==> src/rtl/sclk_gen_pkg.sv <==
package sclk_gen_pkg;

   // Divide law selected by the mode bit of the configuration word.
   typedef enum logic {
      DIV_POW2   = 1'b0,
      DIV_LINEAR = 1'b1
   } div_mode_e;

   function automatic int max_int(input int a, input int b);
      return (a > b) ? a : b;
   endfunction

endpackage

==> src/rtl/sclk_div_decode.sv <==
module sclk_div_decode
   import sclk_gen_pkg::*;
#(
   parameter int LIN_W = 8,
   parameter int EXP_W = 4,
   parameter int CNT_W = 15
) (
   input  div_mode_e          mode,
   input  logic [EXP_W-1:0]   expo,
   input  logic [LIN_W-1:0]   lin,
   output logic [CNT_W-1:0]   half
);

   localparam int N_EXP = 1 << EXP_W;

   // Elaboration checks on the widths.
   if (LIN_W < 1) begin : g_bad_lin
      $error("sclk_div_decode: LIN_W must be at least 1");
   end
   if (EXP_W < 1 || EXP_W > 5) begin : g_bad_exp
      $error("sclk_div_decode: EXP_W must lie in 1..5");
   end
   if (CNT_W < LIN_W + 1 || CNT_W < N_EXP - 1) begin : g_bad_cnt
      $error("sclk_div_decode: CNT_W too narrow for the largest half-period");
   end

   // Half-period table for the power-of-two law, one entry per exponent.
   logic [CNT_W-1:0] pow_tab [N_EXP];

   for (genvar e = 0; e < N_EXP; e++) begin : g_exp
      if (e < 2) begin : g_fast
         // Exponent 0 is held at the fastest registered rate.
         assign pow_tab[e] = CNT_W'(1);
      end else begin : g_shift
         assign pow_tab[e] = CNT_W'(1) << (e - 1);
      end
   end

   logic [CNT_W-1:0] lin_half;
   assign lin_half = CNT_W'(lin) + CNT_W'(1);

   always_comb begin
      unique case (mode)
         DIV_LINEAR: half = lin_half;
         default:    half = pow_tab[expo];
      endcase
   end

endmodule

==> src/rtl/sclk_div_counter.sv <==
module sclk_div_counter #(
   parameter int CNT_W = 15
) (
   input  logic             clk,
   input  logic             rst_n,
   input  logic             active,
   input  logic [CNT_W-1:0] half,
   output logic             tick
);

   if (CNT_W < 2) begin : g_bad_w
      $error("sclk_div_counter: CNT_W must be at least 2");
   end

   logic [CNT_W-1:0] cnt_q;
   logic             at_end;

   assign at_end = (cnt_q == half - CNT_W'(1));
   assign tick   = active & at_end;

   always_ff @(posedge clk or negedge rst_n) begin
      if (!rst_n) begin
         cnt_q <= '0;
      end else if (!active || at_end) begin
         cnt_q <= '0;
      end else begin
         cnt_q <= cnt_q + CNT_W'(1);
      end
   end

   AST_CNT_BELOW_HALF: assert property (@(posedge clk) disable iff (!rst_n)
      active |-> (cnt_q < half)) else $error("count passed half-period");

endmodule

==> src/rtl/sclk_div_shaper.sv <==
module sclk_div_shaper (
   input  logic clk,
   input  logic rst_n,
   input  logic run,
   input  logic active,
   input  logic tick,
   input  logic idle_lvl,
   output logic sclk,
   output logic lead_stb,
   output logic trail_stb
);

   logic sclk_q, lead_q, trail_q;
   logic leaving_idle;

   assign leaving_idle = (sclk_q == idle_lvl);

   always_ff @(posedge clk or negedge rst_n) begin
      if (!rst_n) begin
         sclk_q  <= 1'b0;
         lead_q  <= 1'b0;
         trail_q <= 1'b0;
      end else if (!run || !active) begin
         sclk_q  <= idle_lvl;
         lead_q  <= 1'b0;
         trail_q <= 1'b0;
      end else if (tick) begin
         sclk_q  <= ~sclk_q;
         lead_q  <= leaving_idle;
         trail_q <= ~leaving_idle;
      end else begin
         lead_q  <= 1'b0;
         trail_q <= 1'b0;
      end
   end

   assign sclk      = sclk_q;
   assign lead_stb  = lead_q;
   assign trail_stb = trail_q;

   AST_STB_EXCLUSIVE: assert property (@(posedge clk) disable iff (!rst_n)
      !(lead_q && trail_q)) else $error("both strobes high");

   AST_LEAD_LEAVES_IDLE: assert property (@(posedge clk) disable iff (!rst_n)
      lead_q |-> (sclk_q != idle_lvl)) else $error("lead strobe at idle level");

   AST_TOGGLE_STROBED: assert property (@(posedge clk) disable iff (!rst_n)
      ((sclk_q != $past(sclk_q)) && $past(run) && $past(active)) |-> (lead_q || trail_q))
      else $error("sclk moved without a strobe");

   AST_NO_STB_STOPPED: assert property (@(posedge clk) disable iff (!rst_n)
      !active |-> (!lead_q && !trail_q)) else $error("strobe while stopped");

endmodule

==> src/rtl/sclk_gen.sv <==
module sclk_gen
   import sclk_gen_pkg::*;
#(
   parameter int LIN_W = 8,
   parameter int EXP_W = 4,
   localparam int CFG_W = LIN_W + EXP_W + 1
) (
   input  logic             clk,
   input  logic             rst_n,
   input  logic             run,
   input  logic             sclk_idle_hi,
   input  logic [CFG_W-1:0] div_cfg,
   output logic             sclk,
   output logic             lead_stb,
   output logic             trail_stb
);

   localparam int EXP_HALF_W = (1 << EXP_W) - 1;
   localparam int CNT_W      = max_int(LIN_W + 1, EXP_HALF_W);

   if (EXP_W > 5) begin : g_bad_exp
      $error("sclk_gen: EXP_W above 5 makes the counter too wide");
   end

   typedef struct packed {
      logic             idle_hi;
      logic             lin_sel;
      logic [EXP_W-1:0] expo;
      logic [LIN_W-1:0] lin;
   } cfg_t;

   cfg_t live_cfg, shadow_q, shadow_d;
   logic active_q;
   logic tick;
   logic idle_lvl;
   logic [CNT_W-1:0] half;

   assign live_cfg = {sclk_idle_hi, div_cfg};

   // The shadow follows the inputs while idle and is frozen while running.
   assign shadow_d = active_q ? shadow_q : live_cfg;
   assign idle_lvl = shadow_d.idle_hi;

   always_ff @(posedge clk or negedge rst_n) begin
      if (!rst_n) begin
         active_q <= 1'b0;
         shadow_q <= '0;
      end else begin
         active_q <= run;
         shadow_q <= shadow_d;
      end
   end

   sclk_div_decode #(
      .LIN_W (LIN_W),
      .EXP_W (EXP_W),
      .CNT_W (CNT_W)
   ) i_decode (
      .mode  (div_mode_e'(shadow_q.lin_sel)),
      .expo  (shadow_q.expo),
      .lin   (shadow_q.lin),
      .half  (half)
   );

   sclk_div_counter #(
      .CNT_W (CNT_W)
   ) i_counter (
      .clk    (clk),
      .rst_n  (rst_n),
      .active (active_q),
      .half   (half),
      .tick   (tick)
   );

   sclk_div_shaper i_shaper (
      .clk       (clk),
      .rst_n     (rst_n),
      .run       (run),
      .active    (active_q),
      .tick      (tick),
      .idle_lvl  (idle_lvl),
      .sclk      (sclk),
      .lead_stb  (lead_stb),
      .trail_stb (trail_stb)
   );

   AST_IDLE_LEVEL: assert property (@(posedge clk) disable iff (!rst_n)
      !active_q |-> (sclk == shadow_q.idle_hi)) else $error("sclk off idle level");

   AST_CFG_FROZEN: assert property (@(posedge clk) disable iff (!rst_n)
      (active_q && $past(active_q)) |-> $stable(shadow_q)) else $error("config moved mid-run");

endmodule

==> config.mk <==
export PLATFORM = sky130hd
export DESIGN_NAME = sclk_gen
export DESIGN_NICKNAME = d
export VERILOG_FILES = /design/src/rtl/sclk_gen_pkg.sv /design/src/rtl/sclk_div_decode.sv /design/src/rtl/sclk_div_counter.sv /design/src/rtl/sclk_div_shaper.sv /design/src/rtl/sclk_gen.sv
export SDC_FILE = /design/constraint.sdc
export NUM_CORES = 1
export LEC_CHECK = 0
export CAP_MARGIN = 10
export CORE_MARGIN = 5
export CORE_UTILIZATION = 23
export CTS_BUF_LIST = sky130_fd_sc_hd__clkbuf_16
export DETAILED_ROUTE_END_ITERATION = 7
export SYNTH_ARGS = -nofsm -noshare
export SYNTH_HDL_FRONTEND = slang
export SYNTH_SLANG_ARGS = --single-unit
export TNS_END_PERCENT = 20
==> constraint.sdc <==
create_clock -name clk -period 3.85 [get_ports clk]
set_input_delay 0.77 -clock clk [delete_from_list [all_inputs] [get_ports clk]]
set_output_delay 0.77 -clock clk [all_outputs]
set_load 0.005 [all_outputs]
==> results of run 1 <==
-- area by class of cell --
| type | instances | area, um2 |
|---|---|---|
| flip-flops and latches | 33 | 825.8 |
| well taps | 140 | 175.2 |
| inverters | 10 | 37.54 |
| repair buffers | 27 | 250.2 |
| clock inverters | 3 | 13.76 |
| multi-input cells | 216 | 1657 |
| clock buffers | 5 | 125.1 |
| fillers | 1161 | 7899 |
-- path summary, 6_finish.rpt --
check                                    startpoint  depth (start not counted)                       endpoint  slack, ns
setup reg to reg           shadow_q[11]$_DFFE_PN0N_                         11      i_shaper.sclk$_DFFE_PN0P_       0.40
hold / removal              shadow_q[8]$_DFFE_PN0N_                          1        shadow_q[8]$_DFFE_PN0N_       0.55
min in group asynchronous                     rst_n                          1        shadow_q[6]$_DFFE_PN0N_       0.77
hold reg to reg             shadow_q[8]$_DFFE_PN0N_                          1        shadow_q[8]$_DFFE_PN0N_       0.55
max in group asynchronous                     rst_n                          2  i_counter.cnt_q[14]$_DFF_PN0_       2.39
setup / recovery           shadow_q[11]$_DFFE_PN0N_                         11      i_shaper.sclk$_DFFE_PN0P_       0.40
-- worst max-delay path, delay by kind of cell, from the launching register on --
kind	cells	cell delay, ns
xor+xnor	1	0.15
simple gates	6	1.81
fa+ha+maj	1	0.24
flops	1	0.53
compound gates	2	0.50
buf+inv	1	0.10
-- layer usage --
layer | global-route usage | part of all wire | vias to the layer above
li1 | - | - | 1046
met1 | 0.1387 | 0.48 | 1040
met2 | 0.1571 | 0.45 | 80
met3 | 0.01710 | 0.045 | 21
met4 | 0.03635 | 0.025 | 0
met5 | 0 | 0 | -
-- Yosys cell counts (3+ instances only) --
master / instances / share of area
nand3_1: 22 / 0.042
buf_2: 4 / 0.0077
clkbuf_1: 4 / 0.0058
o211a_1: 6 / 0.023
nand2_1: 15 / 0.022
nor2_1: 22 / 0.032
nor2b_1: 3 / 0.0072
mux2i_1: 4 / 0.015
o21ai_0: 7 / 0.013
a21oi_1: 5 / 0.0096
dfrtp_1: 33 / 0.32
xor2_1: 11 / 0.037
and3_1: 8 / 0.019
a32oi_1: 4 / 0.013
inv_1: 9 / 0.013
ha_1: 3 / 0.014
nor3_1: 7 / 0.013
buf_6: 3 / 0.013
xnor2_1: 20 / 0.067
nor4b_1: 3 / 0.010
nand4_1: 6 / 0.014
or4_1: 3 / 0.0086
mux2_2: 13 / 0.056
-- power groups by stage --
stage / Combinational, mW / Clock (mW) / Sequential, mW
2_1_floorplan: 0.265 / 0 / 0.391
3_3_place_gp: 0.329 / 0 / 0.409
3_5_place_dp: 0.329 / 0 / 0.410
4_1_cts: 0.332 / 0.391 / 0.404
5_1_grt: 0.366 / 0.408 / 0.408
6_report: 0.334 / 0.379 / 0.405
-- logic make-up after synthesis --
group / Yosys count / share of synthesized area
XOR/XNOR: 31 / 0.1041
AO/OA/AOI/OAI: 50 / 0.1775
buffers and inverters: 24 / 0.04798
adder cells (fa/ha/maj): 3 / 0.01440
flip-flops: 33 / 0.3167
multiplexers: 18 / 0.07582
AND/OR/NAND/NOR: 114 / 0.2635
-- registers in the layout (all words and copies together), names as in the netlist --
signal and cells:
i_shaper.trail_stb 1, active_q 1, i_shaper.lead_stb 1, shadow_q 14, i_counter.cnt_q 15, i_shaper.sclk 1
-- repair_timing --
| item | CTS | global route |
|---|---|---|
| buffers inserted | 0 | 2 |
| endpoints found under the setup margin | 0 | 9 |
| resized for setup | 0 | 0 |
==> run metrics, run 1 <==
outcome=finished clean; most frequent cells in the layout=dfrtp_1, nand3_1, nor2_1; gp weighted congestion=0.8473; drt pass-1 iters=5; final worst slack=0.4045 ns; crit-path cells=and2b_2 -> a32oi_1 -> ha_1 -> inv_1 -> nor4b_4 -> nand3_1 -> xnor2_1 -> nor4b_1 -> o2111ai_1 -> or4_1 -> and3_1; initial antenna violation count=0; worst hold path class=reg2reg; DRC viols=0; clk_lat worst skew=0.28 ns; CP max stage delay=0.53 ns; commonest non-fill, non-tap cell in the layout=dfrtp_1; total track usage=0.1003; Cell Int Power=0.7552 mW; DP Cell Count=424; Net Sw Power=0.3633 mW; Reg clk slew, reported paths=0.05 ns; area of all placed cells without fillers=3084 um2; Yosys reg bits=33; share of power burned in registers=0.362; Max transition margin=0.4664; RSZ-0062 raised after global routing=false; FP Rows=38; nets=313; Unique masters post-synth=66; Final Hold Violating Endpoints=0; DRT iter0 DRCs=180; die area=13570 um2; Required @ worst endpoint=4.02 ns; Layout Utilization=0.2808; Async S/R FF share, synth=1.000; Vias/cell=5.039; H-tree depth=2; crit end category=flop; final setup vio count=0; WHS=0.5514 ns; wire per inst=14.89 um; vias in the first global route=2087; final critical-path share of the clock period=0.8949; HPWL after DPL=4.925 mm; Post-CTS Hold Buffers=0; PD cells=362.7 nW/um2; Die Span Y=116.5 um; clock sinks=33; crit path max fanout=12; register area share after synthesis=0.3167; first-pass GRT wire length=10.79 mm; Routed Antenna Nets=0; syn nets=293; CP arrival=3.61 ns; Worst setup SP type=flop; CTS buffer count=5; Setup Crit Path Kind=reg2reg; Sum Neg Setup Slack=0 ns; clock skew=0.006633 ns; Max VDD drop=0.2134 mV; total gr overflow=0; Logic pwr share=0.299; area post-placement=2930 um2; CP max-delay cell=dfrtp_1; P_leak=1.190 nW; clock power share=0.339; CTS Buffer Depth=2; switch share=0.3248; average size of a mapped cell=9.551 um2; Final Max Slew Viols=0; Max Cap Viol=0; Chip Width=116.5 um; Post-synth EDFFs=0; largest net degree at the start of global routing=27; core area=10980 um2; pre-CTS WS=0.3856 ns; main flop type after synthesis=dfrtp_1; Boundary Pins=20; Cells after Synth=273; Final Non-Filler Cells=434; via count=2187; root buf cell=clkbuf_16; area delta synth->final=18.28%; max frequency=290.2 MHz; warnings from Yosys=0; Slew @ Worst Pin=0.8004 ns; diodes inserted=0; Mapped Area=2608 um2; final WL=6.462 mm; minimum clock period=3.445 ns; Buffers on Ports=19; CTS tree=built; Pwr Total=1.118 mW; Initial Utilization=0.2374; fraction of layout cells with a size suffix above 1=0.1667
Power figures use the tool's default switching activity.
==> inputs of run 2 (changes only) <==
--- a/config.mk
+++ b/config.mk
@@ -7,7 +7,7 @@
 export LEC_CHECK = 0
 export CAP_MARGIN = 10
 export CORE_MARGIN = 5
-export CORE_UTILIZATION = 23
+export CORE_UTILIZATION = 30
 export CTS_BUF_LIST = sky130_fd_sc_hd__clkbuf_16
 export DETAILED_ROUTE_END_ITERATION = 7
 export SYNTH_ARGS = -nofsm -noshare
==> run metrics, run 2 (synthesized netlist as in run 1, its figures left out) <==
FP Rows=34; Top reg by flops=i_counter.cnt_q; first-pass GRT wire length=10.61 mm; max frequency=285.7 MHz; drt pass-1 iters=5; initial antenna violation count=0; Pwr Total=1.181 mW; area delta synth->final=17.61%; Sum Neg Setup Slack=0 ns; total gr overflow=0; via count=2150; Reg-to-Reg Start=shadow_q[11]$_DFFE_PN0N_; Boundary Pins=20; Largest regs=i_counter.cnt_q (15), shadow_q (14); Final Max Slew Viols=0; crit path max fanout=12; Hold Crit Start=shadow_q[13]$_DFF_PN0_; CTS Buffer Depth=2; clock sinks=33; H-tree depth=2; PD cells=385.0 nW/um2; largest net degree at the start of global routing=34; Max Cap Viol=0; Die Span Y=103.2 um; CTS tree=built; core area=8593 um2; vias in the first global route=2060; final WL=6.322 mm; DRC viols=0; Slew @ Worst Pin=0.7828 ns; Max VDD drop=0.1897 mV; Required @ worst endpoint=4.02 ns; clk_lat worst skew=0.28 ns; HPWL after DPL=4.770 mm; Vias/cell=5.375; Final Hold Violating Endpoints=0; most frequent cells in the layout=dfrtp_1, nand3_1, nor2_1; Critical path origin=shadow_q[11]$_DFFE_PN0N_; P_leak=1.192 nW; Buffers on Ports=19; Routed Antenna Nets=0; Initial Utilization=0.3034; die area=10660 um2; Max transition margin=0.4782; diodes inserted=0; Worst setup SP type=flop; Reg clk slew, reported paths=0.05 ns; gp weighted congestion=0.9181; outcome=finished clean; worst hold path class=reg2reg; Setup Crit Path Kind=reg2reg; root buf cell=clkbuf_16; nets=311; number of flip-flops in the largest register=15; commonest non-fill, non-tap cell in the layout=dfrtp_1; DRT iter0 DRCs=188; final setup vio count=0; Post-CTS Hold Buffers=0; minimum clock period=3.500 ns; Layout Utilization=0.3569; CTS buffer count=5; clock skew=0.005709 ns; Chip Width=103.2 um; fraction of layout cells with a size suffix above 1=0.1610; wire per inst=15.81 um; final critical-path share of the clock period=0.9091; RSZ-0062 raised after global routing=false; CP arrival=3.67 ns; total track usage=0.1273; crit end category=flop
run 2: cell types whose count changed in the layout (fill, tap and decap cells not counted):
| cell | change |
|---|---|
| buf_12 | +1 |
| buf_4 | -3 |
| bufinv_16 | +1 |
| clkinv_1 | +1 |
| clkinv_2 | -2 |
| dfrtp_1 | -1 |
| dfrtp_2 | +1 |
run 2: final cells by class:
cell class	count	area [um2]
inverter	10	37.54
sequential	33	827.0
multi-input combinational	216	1657
tap	108	135.1
timing repair buffer	25	247.7
fill	890	5527
clock buffer	5	125.1
clock inverter	3	37.54
run 2: repair_timing:
action / 4_1_cts / 5_1_grt
setup buffers: 0 / 1
resized for setup: 0 / 1
setup endpoints to repair: 0 / 16
endpoints found under the hold margin: 0 / 0
run 2: worst max-delay path: stages (launching register included):
cell and delay, ns:
dfrtp_2 0.49, and2b_2 0.28, a32oi_1 0.24, ha_1 0.25, inv_1 0.12, nor4b_4 0.38, nand3_1 0.14, xnor2_1 0.15
nor4b_1 0.35, o2111ai_1 0.32, or4_1 0.53, and3_1 0.15
run 2: path summary, 6_finish.rpt:
check	to	slack, ns	depth (start not counted)
worst max-delay path	i_shaper.sclk$_DFFE_PN0P_	0.35	11
worst min-delay path	shadow_q[13]$_DFF_PN0_	0.53	2
worst max register to register	i_shaper.sclk$_DFFE_PN0P_	0.35	11
worst min register to register	shadow_q[13]$_DFF_PN0_	0.53	2
max in group asynchronous	shadow_q[11]$_DFFE_PN0N_	2.62	2
min in group asynchronous	shadow_q[0]$_DFFE_PN0N_	0.90	2
run 2: per-stage QoR:
| stage | hold slack (ns) | cell area [um2] | cells | setup WS, ns |
|---|---|---|---|---|
| global route | 0.5978 | 3067 | 400 | 0.1250 |
| floorplan | 0.4744 | 2608 | 273 | 0.6178 |
| finish | 0.5332 | 3067 | 400 | 0.3498 |
| global placement | 0.5319 | 2883 | 391 | 0.2196 |
| detailed placement | 0.5306 | 2883 | 391 | 0.1882 |
| CTS | 0.5453 | 3045 | 399 | 0.1507 |
run 2: power by group:
part           internal [mW]  switching (mW)
combinational          0.153           0.182
sequential             0.368          0.0369
clock                  0.300           0.142
total                  0.821           0.360
run 2: metal layers:
| metal | routed length [um] | global-route usage |
|---|---|---|
| met1 | 2927 | 0.1763 |
| met2 | 3039 | 0.2033 |
| met3 | 260 | 0.01878 |
| met4 | 95 | 0.04283 |
| met5 | 0 | 0 |
